### src/rtl/pwmt_pkg.sv
package pwmt_pkg;
  localparam int CNT_W   = 16;  // counter, compare and bus data width
  localparam int NUM_CMP = 4;   // compare registers A..D per channel
  localparam int PSC_W   = 6;   // free-running divider covers 4**3
  localparam int CTRL_W  = 8;

  // clear-source codes decoded from control bits [7:5]
  localparam logic [2:0] CLR_A = 3'd1;
  localparam logic [2:0] CLR_B = 3'd2;
  localparam logic [2:0] CLR_C = 3'd5;
  localparam logic [2:0] CLR_D = 3'd6;

  localparam logic [1:0] MODE_PWM = 2'd2;
  localparam logic [1:0] ACT_NONE = 2'd0;
  localparam logic [1:0] ACT_LOW  = 2'd1;
  localparam logic [1:0] ACT_HIGH = 2'd2;

  // strobes from control to one channel datapath
  typedef struct packed {
    logic tick;   // counting tick this cycle
    logic cntWr;  // bus load of the counter
    logic stsWr;  // bus write-zero-to-clear of status
    logic iocWr;  // bus write of pin control
  } chStb_t;

  typedef struct packed {
    logic [2:0]                      clrSel;
    logic                            pwmMode;
    logic                            ioInit;
    logic [1:0]                      ioAct;
    logic [NUM_CMP-1:0]              ien;
    logic [NUM_CMP-1:0][CNT_W-1:0]   cmp;
  } chCfg_t;
endpackage

### src/rtl/pwmt_ctrl.sv
module pwmt_ctrl
  import pwmt_pkg::*;
#(
  parameter int NUM_CH   = 4,
  parameter int ADDR_W   = 8,
  parameter int WIN_BASE = 'h10,
  parameter int WIN_LG   = 6
) (
  input  logic                            clk,
  input  logic                            rstN,
  input  logic [ADDR_W-1:0]               busAddr,
  input  logic [CNT_W-1:0]                busWData,
  input  logic                            busWe,
  output logic [CNT_W-1:0]                busRData,
  input  logic [NUM_CH-1:0][CNT_W-1:0]    cntIn,
  input  logic [NUM_CH-1:0][NUM_CMP-1:0]  stsIn,
  output chStb_t [NUM_CH-1:0]             stbOut,
  output chCfg_t [NUM_CH-1:0]             cfgOut
);
  localparam int OFF_W = WIN_LG;
  localparam logic [OFF_W-1:0] OFF_CTRL = OFF_W'('h00);
  localparam logic [OFF_W-1:0] OFF_MODE = OFF_W'('h04);
  localparam logic [OFF_W-1:0] OFF_IOC  = OFF_W'('h08);
  localparam logic [OFF_W-1:0] OFF_IEN  = OFF_W'('h0C);
  localparam logic [OFF_W-1:0] OFF_STS  = OFF_W'('h10);
  localparam logic [OFF_W-1:0] OFF_CNT  = OFF_W'('h14);
  localparam int               OFF_CMP0 = 'h18;

  logic [NUM_CH-1:0][CTRL_W-1:0]          ctrlR;
  logic [NUM_CH-1:0][1:0]                 modeR;
  logic [NUM_CH-1:0][2:0]                 iocR;
  logic [NUM_CH-1:0][NUM_CMP-1:0]         ienR;
  logic [NUM_CH-1:0][NUM_CMP-1:0][CNT_W-1:0] cmpR;
  logic [NUM_CH-1:0]                      startR;
  logic [PSC_W-1:0]                       divR;

  logic [ADDR_W-1:0] rel, chIdx;
  logic [OFF_W-1:0]  off;
  logic              inWin, startHit;

  assign rel      = busAddr - ADDR_W'(WIN_BASE);
  assign chIdx    = rel >> WIN_LG;
  assign off      = rel[OFF_W-1:0];
  assign inWin    = (busAddr >= ADDR_W'(WIN_BASE)) && (chIdx < ADDR_W'(NUM_CH));
  assign startHit = (busAddr == '0);

  function automatic logic tickFor(input logic [PSC_W-1:0] div,
                                   input logic [1:0] psc, input logic [1:0] edg);
    logic [PSC_W-1:0] mask;
    logic rise, fall;
    mask = PSC_W'((32'd1 << (2 * psc)) - 32'd1);
    rise = (div & mask) == (mask ^ (mask >> 1));
    fall = (div & mask) == '0;
    if (psc == 2'd0) return 1'b1;
    case (edg)
      2'd0:    return rise;
      2'd1:    return fall;
      default: return rise | fall;
    endcase
  endfunction

  always_ff @(posedge clk) begin
    if (!rstN) begin
      ctrlR <= '0; modeR <= '0; iocR <= '0; ienR <= '0;
      cmpR <= '0; startR <= '0; divR <= '0;
    end else begin
      divR <= divR + 1'b1;
      if (busWe && startHit) startR <= busWData[NUM_CH-1:0];
      for (int c = 0; c < NUM_CH; c++) begin
        if (busWe && inWin && chIdx == ADDR_W'(c)) begin
          case (off)
            OFF_CTRL: ctrlR[c] <= busWData[CTRL_W-1:0];
            OFF_MODE: modeR[c] <= busWData[1:0];
            OFF_IOC:  iocR[c]  <= busWData[2:0];
            OFF_IEN:  ienR[c]  <= busWData[NUM_CMP-1:0];
            default: ;
          endcase
          for (int i = 0; i < NUM_CMP; i++)
            if (off == OFF_W'(OFF_CMP0 + 4 * i)) cmpR[c][i] <= busWData;
        end
      end
    end
  end

  always_comb begin
    for (int c = 0; c < NUM_CH; c++) begin
      stbOut[c].tick  = startR[c] && tickFor(divR, ctrlR[c][1:0], ctrlR[c][4:3]);
      stbOut[c].cntWr = busWe && inWin && chIdx == ADDR_W'(c) && off == OFF_CNT;
      stbOut[c].stsWr = busWe && inWin && chIdx == ADDR_W'(c) && off == OFF_STS;
      stbOut[c].iocWr = busWe && inWin && chIdx == ADDR_W'(c) && off == OFF_IOC;
      cfgOut[c].clrSel  = ctrlR[c][7:5];
      cfgOut[c].pwmMode = (modeR[c] == MODE_PWM);
      cfgOut[c].ioInit  = iocR[c][2];
      cfgOut[c].ioAct   = iocR[c][1:0];
      cfgOut[c].ien     = ienR[c];
      cfgOut[c].cmp     = cmpR[c];
    end
  end

  always_comb begin
    busRData = '0;
    if (startHit) busRData = CNT_W'(startR);
    else if (inWin) begin
      for (int c = 0; c < NUM_CH; c++) begin
        if (chIdx == ADDR_W'(c)) begin
          case (off)
            OFF_CTRL: busRData = CNT_W'(ctrlR[c]);
            OFF_MODE: busRData = CNT_W'(modeR[c]);
            OFF_IOC:  busRData = CNT_W'(iocR[c]);
            OFF_IEN:  busRData = CNT_W'(ienR[c]);
            OFF_STS:  busRData = CNT_W'(stsIn[c]);
            OFF_CNT:  busRData = cntIn[c];
            default: ;
          endcase
          for (int i = 0; i < NUM_CMP; i++)
            if (off == OFF_W'(OFF_CMP0 + 4 * i)) busRData = cmpR[c][i];
        end
      end
    end
  end

  // with a divide of 4 or more, two ticks never fall on adjacent cycles
  for (genvar c = 0; c < NUM_CH; c++) begin : g_gap
    p_tick_gap_r3: assert property (@(posedge clk) disable iff (!rstN)
      (stbOut[c].tick && ctrlR[c][1:0] != 2'd0 && !busWe) |=> !stbOut[c].tick);
  end
endmodule

### src/rtl/pwmt_chan.sv
module pwmt_chan
  import pwmt_pkg::*;
(
  input  logic               clk,
  input  logic               rstN,
  input  chStb_t             stb,
  input  chCfg_t             cfg,
  input  logic [CNT_W-1:0]   wData,
  output logic [CNT_W-1:0]   cnt,
  output logic [NUM_CMP-1:0] sts,
  output logic               pinOut,
  output logic               irq
);
  localparam int IO_INIT_BIT = 2;

  logic [NUM_CMP-1:0] match;
  logic               clrHit;

  for (genvar i = 0; i < NUM_CMP; i++) begin : g_match
    assign match[i] = stb.tick && (cnt == cfg.cmp[i]);
  end

  always_comb begin
    case (cfg.clrSel)
      CLR_A:   clrHit = match[0];
      CLR_B:   clrHit = match[1];
      CLR_C:   clrHit = match[2];
      CLR_D:   clrHit = match[3];
      default: clrHit = 1'b0;
    endcase
  end

  always_ff @(posedge clk) begin
    if (!rstN) begin
      cnt    <= '0;
      sts    <= '0;
      pinOut <= 1'b0;
    end else begin
      if (stb.cntWr)      cnt <= wData;
      else if (stb.tick)  cnt <= clrHit ? '0 : cnt + 1'b1;

      if (stb.stsWr) sts <= (sts & wData[NUM_CMP-1:0]) | match;
      else           sts <= sts | match;

      if (stb.iocWr)                       pinOut <= wData[IO_INIT_BIT];
      else if (cfg.ioAct == ACT_NONE)      pinOut <= cfg.ioInit;
      else if (cfg.pwmMode && clrHit)      pinOut <= cfg.ioInit;
      else if (match[0]) begin
        case (cfg.ioAct)
          ACT_LOW:  pinOut <= 1'b0;
          ACT_HIGH: pinOut <= 1'b1;
          default:  pinOut <= ~pinOut;
        endcase
      end
    end
  end

  assign irq = |(sts & cfg.ien);

  p_clear_to_zero_r5: assert property (@(posedge clk) disable iff (!rstN)
    (clrHit && !stb.cntWr) |=> cnt == '0);
  p_hold_when_idle_r1: assert property (@(posedge clk) disable iff (!rstN)
    (!stb.tick && !stb.cntWr) |=> $stable(cnt));
  p_static_pin_r8: assert property (@(posedge clk) disable iff (!rstN)
    (cfg.ioAct == ACT_NONE && !stb.iocWr) |=> pinOut == $past(cfg.ioInit));
  p_restart_level_r6: assert property (@(posedge clk) disable iff (!rstN)
    (cfg.pwmMode && clrHit && !stb.iocWr) |=> pinOut == $past(cfg.ioInit));
  p_sticky_status_r10: assert property (@(posedge clk) disable iff (!rstN)
    !stb.stsWr |=> ($past(sts) & ~sts) == '0);
endmodule

### src/rtl/pwm_match_timer.sv
module pwm_match_timer
  import pwmt_pkg::*;
#(
  parameter int NUM_CH = 4,
  parameter int ADDR_W = 8
) (
  input  logic              clk,
  input  logic              rstN,
  input  logic [ADDR_W-1:0] busAddr,
  input  logic [CNT_W-1:0]  busWData,
  input  logic              busWe,
  output logic [CNT_W-1:0]  busRData,
  output logic [NUM_CH-1:0] pwmOut,
  output logic [NUM_CH-1:0] irqOut
);
  chStb_t [NUM_CH-1:0]            stb;
  chCfg_t [NUM_CH-1:0]            cfg;
  logic [NUM_CH-1:0][CNT_W-1:0]   cnt;
  logic [NUM_CH-1:0][NUM_CMP-1:0] sts;

  pwmt_ctrl #(.NUM_CH(NUM_CH), .ADDR_W(ADDR_W)) uCtrl (
    .clk(clk), .rstN(rstN), .busAddr(busAddr), .busWData(busWData),
    .busWe(busWe), .busRData(busRData), .cntIn(cnt), .stsIn(sts),
    .stbOut(stb), .cfgOut(cfg)
  );

  for (genvar c = 0; c < NUM_CH; c++) begin : g_ch
    pwmt_chan uChan (
      .clk(clk), .rstN(rstN), .stb(stb[c]), .cfg(cfg[c]), .wData(busWData),
      .cnt(cnt[c]), .sts(sts[c]), .pinOut(pwmOut[c]), .irq(irqOut[c])
    );
  end
endmodule

### config.mk
export PLATFORM = sky130hd
export DESIGN_NAME = pwm_match_timer
export DESIGN_NICKNAME = d
export VERILOG_FILES = /design/src/rtl/pwmt_pkg.sv /design/src/rtl/pwmt_ctrl.sv /design/src/rtl/pwmt_chan.sv /design/src/rtl/pwm_match_timer.sv
export SDC_FILE = /design/constraint.sdc
export NUM_CORES = 1
export LEC_CHECK = 0
export ABC_AREA = 1
export BUFFER_PORTS_ARGS = -buffer_cell sky130_fd_sc_hd__buf_2
export CAP_MARGIN = 10
export CELL_PAD_IN_SITES_DETAIL_PLACEMENT = 2
export CELL_PAD_IN_SITES_GLOBAL_PLACEMENT = 2
export CORE_ASPECT_RATIO = 1.75
export CORE_MARGIN = 3
export CORE_UTILIZATION = 31
export DETAILED_ROUTE_END_ITERATION = 12
export PLACE_DENSITY_LB_ADDON = 0.1
export SETUP_SLACK_MARGIN = 0.5
export SYNTH_ARGS = -nofsm -noshare
export SYNTH_HDL_FRONTEND = slang
export SYNTH_SLANG_ARGS = --single-unit
### constraint.sdc
create_clock -name clk -period 7.9 [get_ports clk]
set_input_delay 0.395 -clock clk [delete_from_list [all_inputs] [get_ports clk]]
set_output_delay 0.395 -clock clk [all_outputs]
set_load 0.02 [all_outputs]
Yosys cells after proc, flatten, opt, wreduce, memory -nomap -nowiden
Cells that the tools add are included.
Storage, ports and cells
  logic and storage cells: 346
  register bits: 418
  input bits: 27
Operators by class
  bitwise operators: 32
  multiplexer cells: 82
  magnitude comparators: 2
  eq/ne operators: 64
  shifts and indexed selects: 4
  reductions and logical operators: 106
  add/subtract/negate cells: 10
Operators with widths (number)
  16-bit 2-to-1 mux: 34
  16-bit case mux with 6 select lines: 4
  16-bit equality test: 16
  16-bit by 1-bit adder with 16-bit output, second input constant: 4
  2-bit AND reduction: 32
  1-bit logical AND: 43
  4-bit bitwise AND: 8
  4-bit OR: 8
  6-bit zero test: 5
  1-bit 2-to-1 mux: 28
  6-bit bitwise AND: 4
  3-bit equality test, second input constant: 8
  6-bit by 5-bit equality test with 1-bit output, second input constant: 4
  6-bit equality test: 4
  2-bit zero test: 12
  1-bit by 3-bit << shifter with 6-bit output, first input constant: 4
  6-bit by 1-bit subtractor with 6-bit output, second input constant: 4
  6-bit by 5-bit XOR with 6-bit output: 4
  2-bit equality test, second input constant: 10
  2-bit by 1-bit equality test with 1-bit output, second input constant: 9
  8-bit zero test: 2
  4-bit 2-to-1 mux: 4
  1-bit case mux with 2 select lines: 8
  1-bit case mux with 4 select lines: 4
  14 further kinds: 37

Logic depth before layout (Yosys ltp)
  depth after elaboration: 28
  mapped depth: 35
  depth with buffers taken out: 35

Cells and area by module
A second synthesis with hierarchy kept.
Second synthesis, totals
  cells, all modules: 4274
  area, all modules: 26621.8 sq um
By module, submodules not included
  pwmt_ctrl: instances 1, cells an instance 2606, sequential area each 6686.4 sq um, area each 16782.3 sq um
  pwmt_chan: instances 4, cells an instance 417, sequential area each 420.4 sq um, area each 2459.9 sq um

Least setup slack after synthesis
No wires, ideal clock.
  kind: input port to output port
  from: in busAddr[0]
  to: out busRData[12]
  cell stages on the path: 25
  required time: 7505 ps
  path slack: 4751 ps
  arrival: 2754 ps
  cells stage by stage: inv_1 -> nand2_1 -> nor2_4 -> nand2_2 -> buf_2 -> buf_6 -> o221ai_1 -> o21ai_1 -> nand2_1 -> nand2_1 -> o21ai_1 -> a21oi_1 -> o21ai_1 -> nand3_1 -> nand2_1 -> nand2_1 -> nand3_1 -> nand3_1 -> nand2_1 -> nand3_1 -> nand2_1 -> nand2_1 -> nand2_1 -> nand2_1 -> a21oi_1
On the way
  cells in the longest elaborated chain, start to end: 28
  elaborated cells between the ends (all ways): 45
RTL lines
  start: declaration: RTL line pwm_match_timer.sv:9  | input logic [ADDR_W-1:0] busAddr,
  8-bit by 5-bit subtractor with 8-bit output: RTL line pwmt_ctrl.sv:41  | assign rel = busAddr - ADDR_W'(WIN_BASE);
  6-bit by 5-bit equality test with 1-bit output (tied with other cells): RTL line pwmt_ctrl.sv:106  | case (off)
  16-bit case mux with 6 select lines: RTL line pwmt_ctrl.sv:106
  16-bit 2-to-1 mux (4 in a row): RTL line pwmt_ctrl.sv:116  | if (off == OFF_W'(OFF_CMP0 + 4 * i)) busRData = cmpR[c][i];
  16-bit 2-to-1 mux: RTL line pwmt_ctrl.sv:105  | if (chIdx == ADDR_W'(c)) begin
  16-bit case mux with 6 select lines: RTL line pwmt_ctrl.sv:106
  16-bit 2-to-1 mux (4 in a row): RTL line pwmt_ctrl.sv:116
  16-bit 2-to-1 mux: RTL line pwmt_ctrl.sv:105
  16-bit case mux with 6 select lines: RTL line pwmt_ctrl.sv:106
  16-bit 2-to-1 mux (4 in a row): RTL line pwmt_ctrl.sv:116
  16-bit 2-to-1 mux: RTL line pwmt_ctrl.sv:105
  16-bit case mux with 6 select lines: RTL line pwmt_ctrl.sv:106
  16-bit 2-to-1 mux (4 in a row): RTL line pwmt_ctrl.sv:116
  16-bit 2-to-1 mux: RTL line pwmt_ctrl.sv:105
  16-bit 2-to-1 mux: RTL line pwmt_ctrl.sv:103  | else if (inWin) begin
  16-bit 2-to-1 mux (*): RTL line pwmt_ctrl.sv:102  | if (startHit) busRData = CNT_W'(startR);
  end: declaration: RTL line pwm_match_timer.sv:12  | output logic [CNT_W-1:0] busRData,
Every way passes the cells marked *; elsewhere a longest branch is shown, timed or not.

Final worst setup path
  from: in busAddr[1]
  to: out busRData[10]
Same word-level chain as after synthesis.

==> out/qor.csv <==
metric,value,unit
initial_core_util,31.5,%
synthCells,3867,
yosysTopAreaCell,dfxtp_1,
cts_sinks,418,
globalRouteOverflowTotal,0,
clk_latency,620,ps
gp_congestion,0.932,
yosysUniqueCellTypes,53,
vias,27236,
hpwlAfterDp,98.3,mm
layout-drive-gt1-share,6.93,%
period_needed,5090,ps
io_pins,51,
finalWirelength,135,mm
die-area,83900,um^2
rsz0062_at_grt,no,
yosysTopAreaCellShare,33.6,%
rows,136,
h-tree-depth,2,
hold_ws,235,ps
diodes,0,
r2r_cells,18,
postCtsSetupBuffers,0,
tightest_slew,1260,ps
hp-class,in2reg,
io_buffers,50,
nNetsFinal,3784,
fin_crit_sh,64.5,%
grt_pass1_wl,198,mm
setup_violations,0,
synth_area,24900,um^2
dr.pass1.iters,5,
hold_violations,0,
cts_buffer_depth,3,
maxSlewHeadroom,15.6,%
numCtsBuffers,47,
ys.flop_type,dfxtp_1,
syn_area_per_cell,6.44,um^2
antenna_found_initial,1,
end_kind,output pin,
drt-wirelength-per-cell,28.2,um
grt_pass1_vias,30065,
netlist_top_cells_count,"nand2_1, nor2_1, dfxtp_1",
crit_path_start_kind,input pin,
yosys_warnings,0,
dr.first_iter.drc_count,1367,
p_leak,0.0109,uW
synth-async-reset-ratio,0,%
grt_max_degree,119,
drv_slew,0,
r2r_end,g_ch[2].uChan.cnt[9]$_SDFFE_PN0P_,
die_w,220,um
required,7510,ps
crit_path_end,busRData[10],
via_per_inst,5.67,
cts_tree,done,
powerDensity,179,nW/um^2
synth-seq-cells,418,
rr_startpoint,uCtrl.ctrlR[16]$_SDFFE_PN0P_,
die_h,381,um
status,"finished, final reports clean",
peakVddDrop,0.151,mV
clock-skew-final,25.5,ps
yosysSeqAreaShare,33.6,%
path_class,in2out,
nFillCells,9697,
clk_pin_slew,70,ps
maxCapViolations,0,
fmax,0.196,GHz
arrival,4700,ps
area_delta_synth_final,9.38,%
yosysMostFrequentCell,nand2_1,
synth_edf_count,0,
synthTopCellsByArea,"dfxtp_1, nand2_1, nor2_1",
cts_root_buffer,clkbuf_16,
critPathMaxFanout,64,
mappedNetlistNets,3915,
ctsResizeCount,0,
fin_setup_tns,0,ps
core_area,79100,um^2
ant_nets,0,
reg2reg_slack,3510,ps
crit_start,busAddr[1],
drcViolationCount,0,
grt_usage,31.7,%
cts_hold_buf,0,
-- worst min path at each step --
stage / slack (ps) / cells after the start / from / endpoint
2_1_floorplan: 420 / 1 / uCtrl.divR[0]$_SDFF_PN0_ / uCtrl.divR[0]$_SDFF_PN0_
3_3_place_gp: 430 / 1 / uCtrl.divR[0]$_SDFF_PN0_ / uCtrl.divR[0]$_SDFF_PN0_
3_5_place_dp: 460 / 1 / uCtrl.divR[0]$_SDFF_PN0_ / uCtrl.divR[0]$_SDFF_PN0_
4_1_cts: 190 / 3 / busWe / uCtrl.startR[2]$_SDFFE_PN0P_
5_1_grt: 240 / 3 / busWe / uCtrl.startR[2]$_SDFFE_PN0P_
6_report: 240 / 3 / busWe / uCtrl.startR[2]$_SDFFE_PN0P_
-- where the power goes --
group	total [uW]	switching (uW)	internal, uW
Combinational	429	335	93.7
Clock	2340	1020	1310
Sequential	2120	8.37	2110
-- routing by layer --
metal  share of wire [%]  vias to the layer above  track usage, %
met4                 8.3                        0            21.6
met5                   0                        -               0
li1                    -                    12390               -
met3                 2.8                      338            3.05
met1                  36                    13910            32.2
met2                  53                      598            59.8
-- cell usage in the layout (no fill, tap or decap), types with 9 or more instances in the layout --
master / synthesis / final
nor2_2: 6 / 10
nand2_1: 771 / 771
clkinv_2: 0 / 9
inv_2: 15 / 14
xnor2_1: 144 / 144
buf_2: 29 / 49
o21ai_1: 30 / 30
o2111ai_1: 13 / 13
nor2_1: 619 / 614
clkinv_1: 11 / 11
nand4_1: 50 / 50
nor3_1: 41 / 41
o211ai_1: 10 / 10
inv_1: 263 / 263
xor2_1: 54 / 54
nand3b_1: 18 / 18
o22ai_1: 37 / 37
clkbuf_16: 0 / 47
nand3_1: 122 / 122
dfxtp_1: 418 / 418
ha_1: 21 / 21
clkbuf_8: 0 / 15
o21ai_0: 383 / 383
a31oi_1: 69 / 69
or2_2: 35 / 35
buf_4: 13 / 53
o221ai_1: 15 / 15
nor4_1: 22 / 20
a21oi_1: 362 / 362
-- critical path, cell delays in order --
cell and delay (ps):
buf_2 110, nor2_2 450, nand2_1 270, nor2_8 210
buf_4 660, a21oi_1 80, o21ai_1 110, o21ai_1 80
nand2_1 80, nand2_1 80, nor2_1 100, o22ai_1 90
o21ai_1 220, nand2_1 80, nand2_1 60, nand2_1 80
o21ai_1 130, nand2_1 80, nand2_1 120, nand2_1 80
nand2_1 130, nand3_1 100, nand2_1 100, nand2_1 50
nand2_1 60, nand2_1 50, a21oi_1 290, buf_2 240
-- final cells by class --
type / instances / area (um^2) / share of cell area [%]
Timing Repair Buffer: 104 / 672 / 2.47
Inverter: 290 / 1090 / 4.02
Sequential cell: 418 / 8370 / 30.7
Tap cell: 1035 / 1290 / 4.76
Clock inverter: 14 / 151 / 0.556
Clock buffer: 66 / 1390 / 5.10
Multi-Input combinational cell: 2875 / 14300 / 52.4
-- cell families (layout without fill, tap and decap cells) --
logic type / count (synthesis) / count (layout) / synth area share (%)
flops: 418 / 418 / 33.6
buf+inv: 574 / 474 / 9.22
fa+ha+maj: 21 / 21 / 1.06
xor+xnor: 198 / 198 / 6.97
compound gates: 953 / 953 / 20.7
simple gates: 1703 / 1703 / 28.4
-- flip-flops by register name, summed over array words and instances (netlist names) --
| register | cells |
|---|---|
| uCtrl.modeR | 8 |
| g_ch.uChan.cnt | 64 |
| g_ch.uChan.sts | 16 |
| uCtrl.ctrlR | 20 |
| g_ch.uChan.pinOut | 4 |
| uCtrl.cfgOut | 296 |
| uCtrl.startR | 4 |
| uCtrl.divR | 6 |
-- through the flow --
step / worst slack (ps) / instance area [um^2] / utilization, % / total power (uW) / instances
2_1_floorplan: 4750 / 24900 / - / 2400 / 3867
3_3_place_gp: 2900 / 25700 / 32.4 / 2590 / 4721
3_5_place_dp: 2780 / 25700 / 32.4 / 2600 / 4721
4_1_cts: 2770 / 27200 / 34.4 / 4930 / 4801
5_1_grt: 2370 / 27200 / 34.4 / 5040 / 4802
6_report: 2810 / 27200 / 34.4 / 4890 / 4802
Power figures use the tool's default switching activity.
